==> src/rtl/lfr_pkg.sv <==
package lfr_pkg;
    localparam int ALIGN_BYTES = 8;
    localparam int DESC_STRIDE = 16;
    localparam int IQ_BYTES    = 64;

    typedef enum logic [0:0] {
        DIV_IDLE = 1'b0,
        DIV_RUN  = 1'b1
    } div_state_e;
endpackage

==> src/rtl/lfr_divider.sv <==
module lfr_divider
    import lfr_pkg::*;
#(
    parameter int NUM_W = 16,
    parameter int DEN_W = 17
) (
    input  logic             clk,
    input  logic             rst,
    input  logic             start,
    input  logic [NUM_W-1:0] num,
    input  logic [DEN_W-1:0] den,
    output logic             busy,
    output logic             done,
    output logic [NUM_W-1:0] quo
);
    localparam int CNT_W = $clog2(NUM_W + 1);

    div_state_e       state_q;
    logic [NUM_W-1:0] num_q;
    logic [NUM_W-1:0] quo_q;
    logic [DEN_W-1:0] rem_q;
    logic [DEN_W-1:0] den_q;
    logic [CNT_W-1:0] steps_q;
    logic             done_q;
    logic [DEN_W:0]   trial;
    logic             take;

    always_comb begin
        trial = {rem_q, num_q[NUM_W-1]};
        take  = (trial >= {1'b0, den_q});
    end

    always_ff @(posedge clk) begin
        if (rst) begin
            state_q <= DIV_IDLE;
            num_q   <= '0;
            quo_q   <= '0;
            rem_q   <= '0;
            den_q   <= '0;
            steps_q <= '0;
            done_q  <= 1'b0;
        end else begin
            done_q <= 1'b0;
            case (state_q)
                DIV_IDLE: begin
                    if (start) begin
                        state_q <= DIV_RUN;
                        num_q   <= num;
                        den_q   <= den;
                        rem_q   <= '0;
                        quo_q   <= '0;
                        steps_q <= CNT_W'(NUM_W);
                    end
                end
                DIV_RUN: begin
                    rem_q   <= take ? DEN_W'(trial - {1'b0, den_q}) : trial[DEN_W-1:0];
                    quo_q   <= {quo_q[NUM_W-2:0], take};
                    num_q   <= num_q << 1;
                    steps_q <= steps_q - CNT_W'(1);
                    if (steps_q == CNT_W'(1)) begin
                        state_q <= DIV_IDLE;
                        done_q  <= 1'b1;
                    end
                end
                default: state_q <= DIV_IDLE;
            endcase
        end
    end

    assign busy = (state_q == DIV_RUN);
    assign done = done_q;
    assign quo  = quo_q;

    // an accepted start keeps the divider running on the next cycle
    assert_start_runs_R10: assert property (@(posedge clk) disable iff (rst)
        (start && !busy) |=> busy);
    // completion only follows a running cycle
    assert_done_after_run_R10: assert property (@(posedge clk) disable iff (rst)
        done |-> !busy);
endmodule

==> src/rtl/lfr_ring_walker.sv <==
module lfr_ring_walker
    import lfr_pkg::*;
#(
    parameter int ADDR_W = 24,
    parameter int SLOT_W = 14,
    parameter int LINE_W = 17
) (
    input  logic              clk,
    input  logic              rst,
    input  logic              clear,
    input  logic              load,
    input  logic [ADDR_W-1:0] base,
    input  logic [ADDR_W-1:0] cdt_base,
    input  logic [LINE_W-1:0] line,
    input  logic [SLOT_W-1:0] slots,
    input  logic              step,
    output logic [SLOT_W-1:0] idx,
    output logic [ADDR_W-1:0] slot_addr,
    output logic [ADDR_W-1:0] desc_addr
);
    logic [SLOT_W-1:0] idx_q;
    logic [ADDR_W-1:0] slot_q;
    logic [ADDR_W-1:0] desc_q;
    logic [ADDR_W-1:0] base_q;
    logic [ADDR_W-1:0] cdt_q;
    logic              last;
    logic              live;

    assign last = (idx_q == slots - SLOT_W'(1));
    assign live = (slots != '0);

    always_ff @(posedge clk) begin
        if (rst || clear) begin
            idx_q  <= '0;
            slot_q <= '0;
            desc_q <= '0;
            base_q <= '0;
            cdt_q  <= '0;
        end else if (load) begin
            idx_q  <= '0;
            slot_q <= base;
            desc_q <= cdt_base;
            base_q <= base;
            cdt_q  <= cdt_base;
        end else if (step && live) begin
            if (last) begin
                idx_q  <= '0;
                slot_q <= base_q;
                desc_q <= cdt_q;
            end else begin
                idx_q  <= idx_q + SLOT_W'(1);
                slot_q <= slot_q + ADDR_W'(line);
                desc_q <= desc_q + ADDR_W'(DESC_STRIDE);
            end
        end
    end

    assign idx       = idx_q;
    assign slot_addr = slot_q;
    assign desc_addr = desc_q;

    // a step inside the ring moves one slot forward
    assert_step_advance_R7: assert property (@(posedge clk) disable iff (rst)
        (step && live && !last && !load && !clear) |=>
        (idx_q == $past(idx_q) + SLOT_W'(1)) &&
        (slot_q == $past(slot_q) + ADDR_W'($past(line))) &&
        (desc_q == $past(desc_q) + ADDR_W'(DESC_STRIDE)));
    // a step on the last slot returns to slot zero
    assert_wrap_zero_R8: assert property (@(posedge clk) disable iff (rst)
        (step && live && last && !load && !clear) |=>
        (idx_q == '0) && (slot_q == base_q) && (desc_q == cdt_q));
    // the index stays inside the ring
    assert_idx_bound_R8: assert property (@(posedge clk) disable iff (rst)
        live |-> (idx_q < slots));
endmodule

==> src/rtl/lfr_desc_table.sv <==
module lfr_desc_table
    import lfr_pkg::*;
#(
    parameter int ADDR_W = 24,
    parameter int SLOT_W = 14,
    parameter int LINE_W = 17
) (
    input  logic [SLOT_W-1:0] idx,
    input  logic [SLOT_W-1:0] slots,
    input  logic [ADDR_W-1:0] base,
    input  logic [ADDR_W-1:0] cdt_base,
    input  logic [LINE_W-1:0] line,
    output logic              hit,
    output logic [ADDR_W-1:0] entry_addr,
    output logic [ADDR_W-1:0] entry_data
);
    logic [ADDR_W-1:0] offs_desc;
    logic [ADDR_W-1:0] offs_data;

    always_comb begin
        offs_desc  = ADDR_W'(idx) * ADDR_W'(DESC_STRIDE);
        offs_data  = ADDR_W'(idx) * ADDR_W'(line);
        hit        = (idx < slots);
        entry_addr = hit ? cdt_base + offs_desc : '0;
        entry_data = hit ? base + offs_data : '0;
    end
endmodule

==> src/rtl/lfr_line_ring.sv <==
module lfr_line_ring
    import lfr_pkg::*;
#(
    parameter int ADDR_W = 24,
    parameter int SIZE_W = 16
) (
    input  logic                clk,
    input  logic                rst,
    input  logic                cfg_valid,
    input  logic [ADDR_W-1:0]   cfg_fifo_base,
    input  logic [SIZE_W-1:0]   cfg_fifo_size,
    input  logic [SIZE_W-1:0]   cfg_bpl,
    input  logic [ADDR_W-1:0]   cfg_ctrl_base,
    output logic                cfg_busy,
    output logic                cfg_err,
    output logic [SIZE_W:0]     line_bytes,
    output logic [SIZE_W-3:0]   slot_count,
    output logic [SIZE_W-3:0]   cnt_line,
    output logic [SIZE_W-2:0]   cnt_cdt,
    output logic [ADDR_W-1:0]   ptr_fifo_init,
    output logic [ADDR_W-1:0]   ptr_cdt_init,
    input  logic                line_done,
    output logic [SIZE_W-3:0]   cur_idx,
    output logic [ADDR_W-1:0]   cur_slot_addr,
    output logic [ADDR_W-1:0]   cur_desc_addr,
    input  logic [SIZE_W-3:0]   tbl_idx,
    output logic                tbl_hit,
    output logic [ADDR_W-1:0]   tbl_addr,
    output logic [ADDR_W-1:0]   tbl_data
);
    localparam int LINE_W = SIZE_W + 1;
    localparam int SLOT_W = SIZE_W - 2;
    localparam int CNTL_W = LINE_W - 3;
    localparam int CNTD_W = SLOT_W + 1;
    localparam logic [LINE_W-1:0] ALIGN_MASK = LINE_W'(ALIGN_BYTES - 1);

    logic [LINE_W-1:0] line_rnd;
    logic              line_bad;
    logic              accept;
    logic              div_busy;
    logic              div_done;
    logic [SIZE_W-1:0] div_quo;
    logic              busy;

    logic [ADDR_W-1:0] base_q;
    logic [ADDR_W-1:0] cdt_q;
    logic [SIZE_W-1:0] size_q;
    logic [LINE_W-1:0] pend_line_q;
    logic              pend_err_q;
    logic [LINE_W-1:0] line_q;
    logic [SLOT_W-1:0] slot_q;
    logic [CNTL_W-1:0] cntl_q;
    logic [CNTD_W-1:0] cntd_q;
    logic              err_q;
    logic [SLOT_W-1:0] slot_next;
    logic              step;

    always_comb begin
        line_rnd = ({1'b0, cfg_bpl} + ALIGN_MASK) & ~ALIGN_MASK;
        line_bad = (line_rnd == '0) || (line_rnd > {1'b0, cfg_fifo_size});
        busy     = div_busy || div_done;
        accept   = cfg_valid && !busy;
        step     = line_done && !busy && !err_q;
        slot_next = (pend_err_q || (|div_quo[SIZE_W-1:SLOT_W])) ? '0 : div_quo[SLOT_W-1:0];
    end

    lfr_divider #(
        .NUM_W (SIZE_W),
        .DEN_W (LINE_W)
    ) u_div (
        .clk   (clk),
        .rst   (rst),
        .start (accept),
        .num   (cfg_fifo_size),
        .den   (line_rnd),
        .busy  (div_busy),
        .done  (div_done),
        .quo   (div_quo)
    );

    always_ff @(posedge clk) begin
        if (rst) begin
            base_q      <= '0;
            cdt_q       <= '0;
            size_q      <= '0;
            pend_line_q <= '0;
            pend_err_q  <= 1'b0;
            line_q      <= '0;
            slot_q      <= '0;
            cntl_q      <= '0;
            cntd_q      <= '0;
            err_q       <= 1'b0;
        end else if (accept) begin
            base_q      <= cfg_fifo_base;
            cdt_q       <= cfg_ctrl_base + ADDR_W'(IQ_BYTES);
            size_q      <= cfg_fifo_size;
            pend_line_q <= line_rnd;
            pend_err_q  <= line_bad;
            line_q      <= '0;
            slot_q      <= '0;
            cntl_q      <= '0;
            cntd_q      <= '0;
            err_q       <= 1'b0;
        end else if (div_done) begin
            line_q <= pend_line_q;
            slot_q <= slot_next;
            cntl_q <= pend_err_q ? '0 : pend_line_q[LINE_W-1:3] - CNTL_W'(1);
            cntd_q <= {slot_next, 1'b0};
            err_q  <= pend_err_q;
        end
    end

    lfr_ring_walker #(
        .ADDR_W (ADDR_W),
        .SLOT_W (SLOT_W),
        .LINE_W (LINE_W)
    ) u_walk (
        .clk       (clk),
        .rst       (rst),
        .clear     (accept),
        .load      (div_done),
        .base      (base_q),
        .cdt_base  (cdt_q),
        .line      (pend_line_q),
        .slots     (slot_q),
        .step      (step),
        .idx       (cur_idx),
        .slot_addr (cur_slot_addr),
        .desc_addr (cur_desc_addr)
    );

    lfr_desc_table #(
        .ADDR_W (ADDR_W),
        .SLOT_W (SLOT_W),
        .LINE_W (LINE_W)
    ) u_tbl (
        .idx        (tbl_idx),
        .slots      (slot_q),
        .base       (base_q),
        .cdt_base   (cdt_q),
        .line       (line_q),
        .hit        (tbl_hit),
        .entry_addr (tbl_addr),
        .entry_data (tbl_data)
    );

    assign cfg_busy      = busy;
    assign cfg_err       = err_q;
    assign line_bytes    = line_q;
    assign slot_count    = slot_q;
    assign cnt_line      = cntl_q;
    assign cnt_cdt       = cntd_q;
    assign ptr_fifo_init = base_q;
    assign ptr_cdt_init  = cdt_q;

    // the line length in use is always 8-byte aligned
    assert_line_aligned_R1: assert property (@(posedge clk) disable iff (rst)
        line_q[2:0] == 3'b000);
    // the ring fills the buffer as far as whole lines allow
    assert_slot_fit_R2: assert property (@(posedge clk) disable iff (rst)
        (!busy && !err_q && slot_q != '0) |->
        ((32'(slot_q) * 32'(line_q) <= 32'(size_q)) &&
         ((32'(slot_q) + 32'd1) * 32'(line_q) > 32'(size_q))));
    // a bad configuration leaves an empty ring
    assert_err_empty_R9: assert property (@(posedge clk) disable iff (rst)
        err_q |-> (slot_q == '0) && (cntd_q == '0) && (cntl_q == '0));
    // busy lasts until the divider result has been taken
    assert_busy_ends_R10: assert property (@(posedge clk) disable iff (rst)
        div_done |=> !busy);
endmodule

==> config.mk <==
export PLATFORM = sky130hd
export DESIGN_NAME = lfr_line_ring
export DESIGN_NICKNAME = d
export VERILOG_FILES = /design/src/rtl/lfr_pkg.sv /design/src/rtl/lfr_divider.sv /design/src/rtl/lfr_ring_walker.sv /design/src/rtl/lfr_desc_table.sv /design/src/rtl/lfr_line_ring.sv
export SDC_FILE = /design/constraint.sdc
export NUM_CORES = 1
export LEC_CHECK = 0
export BUFFER_PORTS_ARGS = -buffer_cell sky130_fd_sc_hd__clkbuf_2
export CAP_MARGIN = 20
export CORE_AREA = 2 2 195 197
export CTS_CLUSTER_DIAMETER = 60
export DETAILED_ROUTE_END_ITERATION = 10
export DIE_AREA = 0 0 197 199
export GPL_TIMING_DRIVEN = 0
export PLACE_DENSITY = 0.79
export SYNTH_ARGS = -nofsm -noshare
export SYNTH_HDL_FRONTEND = slang
export SYNTH_SLANG_ARGS = --single-unit
==> constraint.sdc <==
create_clock -name clk -period 7.1 [get_ports clk]
set_input_delay 0 -clock clk [delete_from_list [all_inputs] [get_ports clk]]
set_output_delay 0 -clock clk [all_outputs]
set_load 0.1 [all_outputs]
==> results of run 1 <==
[routing by layer]
layer / global-route usage / vias up / wire length, um
met3: 0.0727 / 269 / 7360
met1: 0.448 / 10356 / 28500
met2: 0.662 / 1073 / 36700
li1: - / 9701 / -
met4: 0.216 / 0 / 4620
met5: 0 / - / 0
[registers in the layout, indices dropped and copies added (netlist names), 16 cells and up]
name / flops
u_div.quo: 16
u_div.rem_q: 17
u_walk.base_q: 24
u_walk.cdt_q: 24
ptr_cdt_init: 24
ptr_fifo_init: 24
u_walk.desc_addr: 24
u_div.num_q: 16
u_walk.slot_addr: 24
[placed cells by master, fill, tap and decap left out, types with 12 or more instances in the layout]
cell / synthesis / final
dfxtp_1: 286 / 273
nor3_1: 36 / 33
a21o_1: 19 / 19
inv_1: 236 / 226
nor4_1: 17 / 14
ha_1: 156 / 144
o21a_1: 21 / 21
xnor2_1: 89 / 87
clkbuf_16: 0 / 38
a22o_1: 20 / 20
dfxtp_4: 0 / 12
nand2_1: 266 / 262
a21oi_1: 124 / 113
and3_1: 18 / 18
and2_1: 100 / 94
nand4_1: 25 / 25
o22ai_1: 38 / 38
buf_4: 18 / 45
nand3_1: 50 / 47
mux2i_1: 84 / 84
a211oi_1: 59 / 56
clkbuf_1: 117 / 110
clkbuf_8: 0 / 14
xor2_1: 79 / 78
nand2b_1: 21 / 21
nor2_1: 246 / 239
a2bb2oi_1: 15 / 15
dlygate4sd3_1: 0 / 79
fa_1: 126 / 124
nor2b_1: 23 / 23
o31ai_1: 19 / 15
a22oi_1: 49 / 48
clkbuf_2: 0 / 303
o21ai_0: 72 / 69
[final cells by class]
class,instances,area [um2]
tap,474,593
buffer,147,747
sequential,286,5770
antenna,1,2.50
multi-input combinational,1914,14900
clock buffer,41,863
inverter,236,886
timing repair buffer,422,2750
clock inverter,15,144
fill,2884,10500
[final timing paths]
path | depth (start not counted) | slack, ns | to | start
worst max-delay path | 27 | -0.44 | tbl_data[22] | line_bytes[5]
worst max register to register | 11 | 2.90 | u_walk.idx[3] | slot_count[2]
worst min-delay path | 4 | 0.02 | u_div.den_q[5] | cfg_bpl[5]
worst min register to register | 2 | 0.46 | u_div.num_q[13] | u_div.num_q[13]
[metrics by stage]
| stage | setup slack, ns | hold WS (ns) | total power [W] | cell area [um2] |
|---|---|---|---|---|
| after floorplan | 0.00364 | 0.0964 | 0.00271 | 21800 |
| after global placement | -0.768 | 0.225 | 0.00301 | 24000 |
| after detailed placement | -0.937 | 0.231 | 0.00304 | 24000 |
| after CTS | -0.496 | 0.00208 | 0.00467 | 26300 |
| after global routing | -0.629 | 0.0569 | 0.00487 | 26700 |
| final | -0.437 | 0.0165 | 0.00471 | 26700 |
[power by group through the flow]
stage               clock [W]  sequential (W)  combinational (W)
detailed placement          0         0.00181            0.00124
finish                0.00162         0.00178            0.00132
global placement            0         0.00180            0.00121
global route          0.00168         0.00178            0.00141
CTS                   0.00162         0.00177            0.00129
floorplan                   0         0.00194           0.000771
[worst reg2reg max path, delay by kind of cell, from the launching register on]
family                 cells  cell delay, ns
AND/OR/NAND/NOR            4            1.48
flip-flops                 1            0.39
XOR/XNOR                   1            0.18
buffers and inverters      4            1.09
AO/OA/AOI/OAI              2            0.94
[cell families after synthesis]
kind of cell | Yosys count | synth area share
adder cells (fa/ha/maj) | 282 | 0.207
XOR/XNOR | 168 | 0.0682
other | 1 | 0.000174
buffers and inverters | 385 | 0.0711
flip-flops | 286 | 0.265
AO/OA/AOI/OAI | 521 | 0.161
multiplexers | 84 | 0.0390
AND/OR/NAND/NOR | 855 | 0.187
[what timing repair did]
| item | CTS | global route |
|---|---|---|
| endpoints found under the hold margin | 76 | 0 |
| resized for setup | 84 | 49 |
| pin swaps | 48 | 52 |
| buffers inserted | 17 | 11 |
| cloned | 0 | 1 |
| endpoints found under the setup margin | 12 | 12 |
| hold buffers | 79 | 0 |
==> reports/qor.csv, run 1 <==
metric;value;unit
cts_max_level;1;
antenna_found_initial;1;
avgViaCountPerCell;6.05;
yosysSeqAreaShare;0.265;
hold_path.class;primary input to flop;
grt_pass1_wl;117;mm
clock_sinks;286;
core_area;37100;um2
fin_cells;3536;
nNetsFinal;3417;
grt_pass1_vias;21465;
synthCells;2582;
ys.flop_type;dfxtp_1;
yosysTopAreaCell;dfxtp_1;
root_buffer;clkbuf_16;
insertion_delay;0.56;ns
drt-initial-drc-count;1621;
crit_family;adder cells;
violations;setup timing;
yosys.area.top_type_share;0.265;
worstSetupPathType;flop to output pin;
fin_crit_sh;1.06;
setup_slack;-0.437;ns
setup_viol;7;
cpMostUsedCell;fa_1;
boundaryPins;319;
seq_power_share;0.377;
power_switching;0.00172;W
track_usage;0.383;
crit_buf_inv;6;
setup_tns;-1.91;ns
fp.dieW;197;um
vdd_drop_max;202;uV
grt_setup_unrepaired;yes;
start_util;0.581;
synthTopCellsByCount;286 x dfxtp_1, 266 x nand2_1, 246 x nor2_1;
end_kind;output pin;
syn-cell-area;21600;um2
vias;21399;
worst-path-max-fanout;6;
synth_edf_count;0;
grt_overflow;0;
synthArstFlopShare;0;
route.detailed.drc;0;
switching_share;0.364;
cts_tree;built;
grt_max_degree;15;
firstDrtPassIters;5;
die_area;39200;um2
clk_path_buf_depth;3;
row_count;71;
area_delta_synth_final;23.7;%
final_util;0.719;
drive_above_1_share;0.176;
p_comb_frac;0.280;
finalCriticalPeriod;7.54;ns
wl;77.2;mm
power_density;177;nW/um2
maxCapViolations;0;
fmax;133;MHz
yosysUniqueCellTypes;70;
port_buffers;314;
yosys.cell_count.top_type;dfxtp_1;
finClkSkew;0.00981;ns
outcome;complete, but fails checks;
clkTransAtPathRegs;0.07;ns
wire_per_inst;21.8;um
max_slew.worst_pin.slew;1.14;ns
dp_hpwl;58.0;mm
leakage;11.7;nW
clkPwrFrac;0.343;
place_inst;3373;
hold_violations;0;
synth_warnings;0;
globalplace.congestion;0.961;
cp.arrival;7.54;ns
relSlewSlack;0.237;
slowest_delay;0.55;ns
antenna_left;0;
drv_slew;0;
crit_slowest_cell;fa_1;
cp.required;7.10;ns
ys_ff_latch;286;
synthTopCellsByArea;dfxtp_1 27%, fa_1 12%, ha_1 9.1%;
die_y;199;um
syn_area_per_cell;8.35;um2
cts_buffers;30;
internal_power;0.00300;W
startpoint_type;flop;
Note: power is estimated with default switching activity, not from simulation.
==> run 2, diff against run 1 <==
PLACE_DENSITY = 0.81   (was 0.79)
==> reports/qor.csv, run 2 (synthesized netlist as in run 1, its figures left out) <==
metric;value;unit;change
track_usage;0.387;;+0.00324
crit_end;tbl_data[23];;
cts_buffers;34;;+13%
start_util;0.581;;unchanged
nNetsFinal;3419;;+0.059%
drv_slew;0;;unchanged
cp.arrival;7.61;ns;+0.07 ns
clkTransAtPathRegs;0.06;ns;about the same
grt_max_degree;14;;-1
finalCriticalPeriod;7.61;ns;+0.0736 ns
final_common_cell;clkbuf_2;;
maxCapViolations;0;;unchanged
clock_sinks;286;;unchanged
drive_above_1_share;0.171;;-0.00507
root_buffer;clkbuf_16;;
leakage;11.8;nW;+0.44%
startpoint_type;flop;;
worstSetupPathType;flop to output pin;;
r2r-start;slot_count[2];;
fin_crit_sh;1.07;;+0.0104
final_util;0.720;;+0.00128
timing.rr.end;u_walk.idx[8];;
worst-path-max-fanout;7;;+1
die_area;39200;um2;unchanged
max_slew.worst_pin.slew;1.16;ns;+0.0110 ns
hold_path.class;primary input to flop;;
vias;21545;;+0.68%
setup_viol;8;;+1
relSlewSlack;0.230;;-0.00736
avgViaCountPerCell;6.09;;+0.57%
port_buffers;314;;unchanged
grt_pass1_vias;21372;;-0.43%
finClkSkew;0.0193;ns;+0.00948 ns
antenna_left;0;;unchanged
outcome;complete, but fails checks;;
cpMostUsedCell;fa_1;;
vdd_drop_max;228;uV;+13%
wl;77.3;mm;+0.15%
power_density;185;nW/um2;+4.8%
most-common-layout-cells;303 x clkbuf_2, 273 x dfxtp_1, 263 x nand2_1, 241 x nor2_1, 229 x inv_1;;
route.detailed.drc;0;;unchanged
insertion_delay;0.55;ns;about the same
cts_max_level;2;;+1
fmax;131;MHz;-0.97%
setup_tns;-2.81;ns;-0.903 ns
crit_slowest_cell;fa_1;;
core_area;37100;um2;unchanged
grt_overflow;0;;unchanged
cp.required;7.10;ns;about the same
dp_hpwl;58.0;mm;about the same
whs;0.0322;ns;+0.0157 ns
setup_slack;-0.511;ns;-0.0736 ns
rr_worst_depth;11;;unchanged
violations;setup timing;;
wire_per_inst;21.8;um;about the same
cts_tree;built;;
r2r_slack;2.97;ns;+0.07 ns
grt_pass1_wl;117;mm;about the same
firstDrtPassIters;7;;+2
area_delta_synth_final;23.9;%;
fp.dieW;197;um;unchanged
die_y;199;um;unchanged
drt-initial-drc-count;1984;;+22%
slowest_delay;0.56;ns;about the same
crit_start;line_bytes[7];;
globalplace.congestion;0.999;;+4.0%
fill_cells;2797;;-3.0%
end_kind;output pin;;
row_count;71;;unchanged
antenna_found_initial;1;;unchanged
hold_violations;0;;unchanged
clk_path_buf_depth;3;;unchanged
grt_setup_unrepaired;yes;;
boundaryPins;319;;unchanged
run 2: where the power goes:
part / total (W) / internal (W) / leakage [nW] / switching (W)
sequential: 0.00178 / 0.00167 / 2.33 / 0.000110
clock: 0.00185 / 0.00110 / 0.577 / 0.000749
combinational: 0.00132 / 0.000399 / 8.89 / 0.000916
total: 0.00495 / 0.00317 / 11.8 / 0.00177
run 2: worst max-delay path, delay by kind of cell (launching register included):
kind | cells | cell delay [ns]
compound gates | 6 | 1.06
xor+xnor | 1 | 0.10
fa+ha+maj | 8 | 3.78
buf+inv | 7 | 0.68
flops | 1 | 0.34
simple gates | 6 | 1.09
run 2: worst min-delay path by stage:
stage                           start           endpoint  cells past startpoint  slack (ns)
global placement     cfg_ctrl_base[0]    ptr_cdt_init[0]                      3        0.22
finish                     cfg_bpl[8]    pend_line_q[10]                      4        0.03
CTS                        cfg_bpl[4]     u_div.den_q[4]                      4     0.00007
global route               cfg_bpl[4]     pend_line_q[4]                      4        0.04
floorplan            cfg_ctrl_base[6]    ptr_cdt_init[6]                      1         0.1
detailed placement  cfg_fifo_base[17]  ptr_fifo_init[17]                      3        0.23
run 2: final cells by class:
class | count | area [um2] | area share
multi-input cells | 1914 | 14800 | 0.555
flip-flops and latches | 286 | 5770 | 0.216
repair buffers | 420 | 2720 | 0.102
clock buffers | 45 | 952 | 0.0356
inverters | 236 | 886 | 0.0331
plain buffers | 147 | 748 | 0.0280
well taps | 474 | 593 | 0.0222
clock inverters | 16 | 219 | 0.00819
diodes | 2 | 5.00 | 0.000187
run 2: what timing repair did:
action                                 in CTS  in global routing
resized for setup                          88                 31
endpoints found under the hold margin      76                  0
hold buffers                               81                  0
pin swaps                                  44                 33
setup endpoints to repair                  12                 11
buffers inserted                           21                  5
run 2: stage by stage:
step / power, W / instance area [um2] / instances / setup slack [ns]
after floorplan: 0.00271 / 21800 / 2585 / 0.00364
after global placement: 0.00301 / 24000 / 3373 / -0.730
after detailed placement: 0.00304 / 24000 / 3373 / -0.776
after CTS: 0.00491 / 26600 / 3534 / -0.462
after global routing: 0.00510 / 26700 / 3538 / -0.709
final: 0.00495 / 26700 / 3540 / -0.511
run 2: metal layers:
metal | global-route usage | vias to the layer above | share of wire
met5 | 0 | - | 0.000039
met4 | 0.238 | 2 | 0.066
met3 | 0.0977 | 325 | 0.10
met2 | 0.647 | 1172 | 0.47
met1 | 0.446 | 10342 | 0.37
li1 | - | 9704 | -
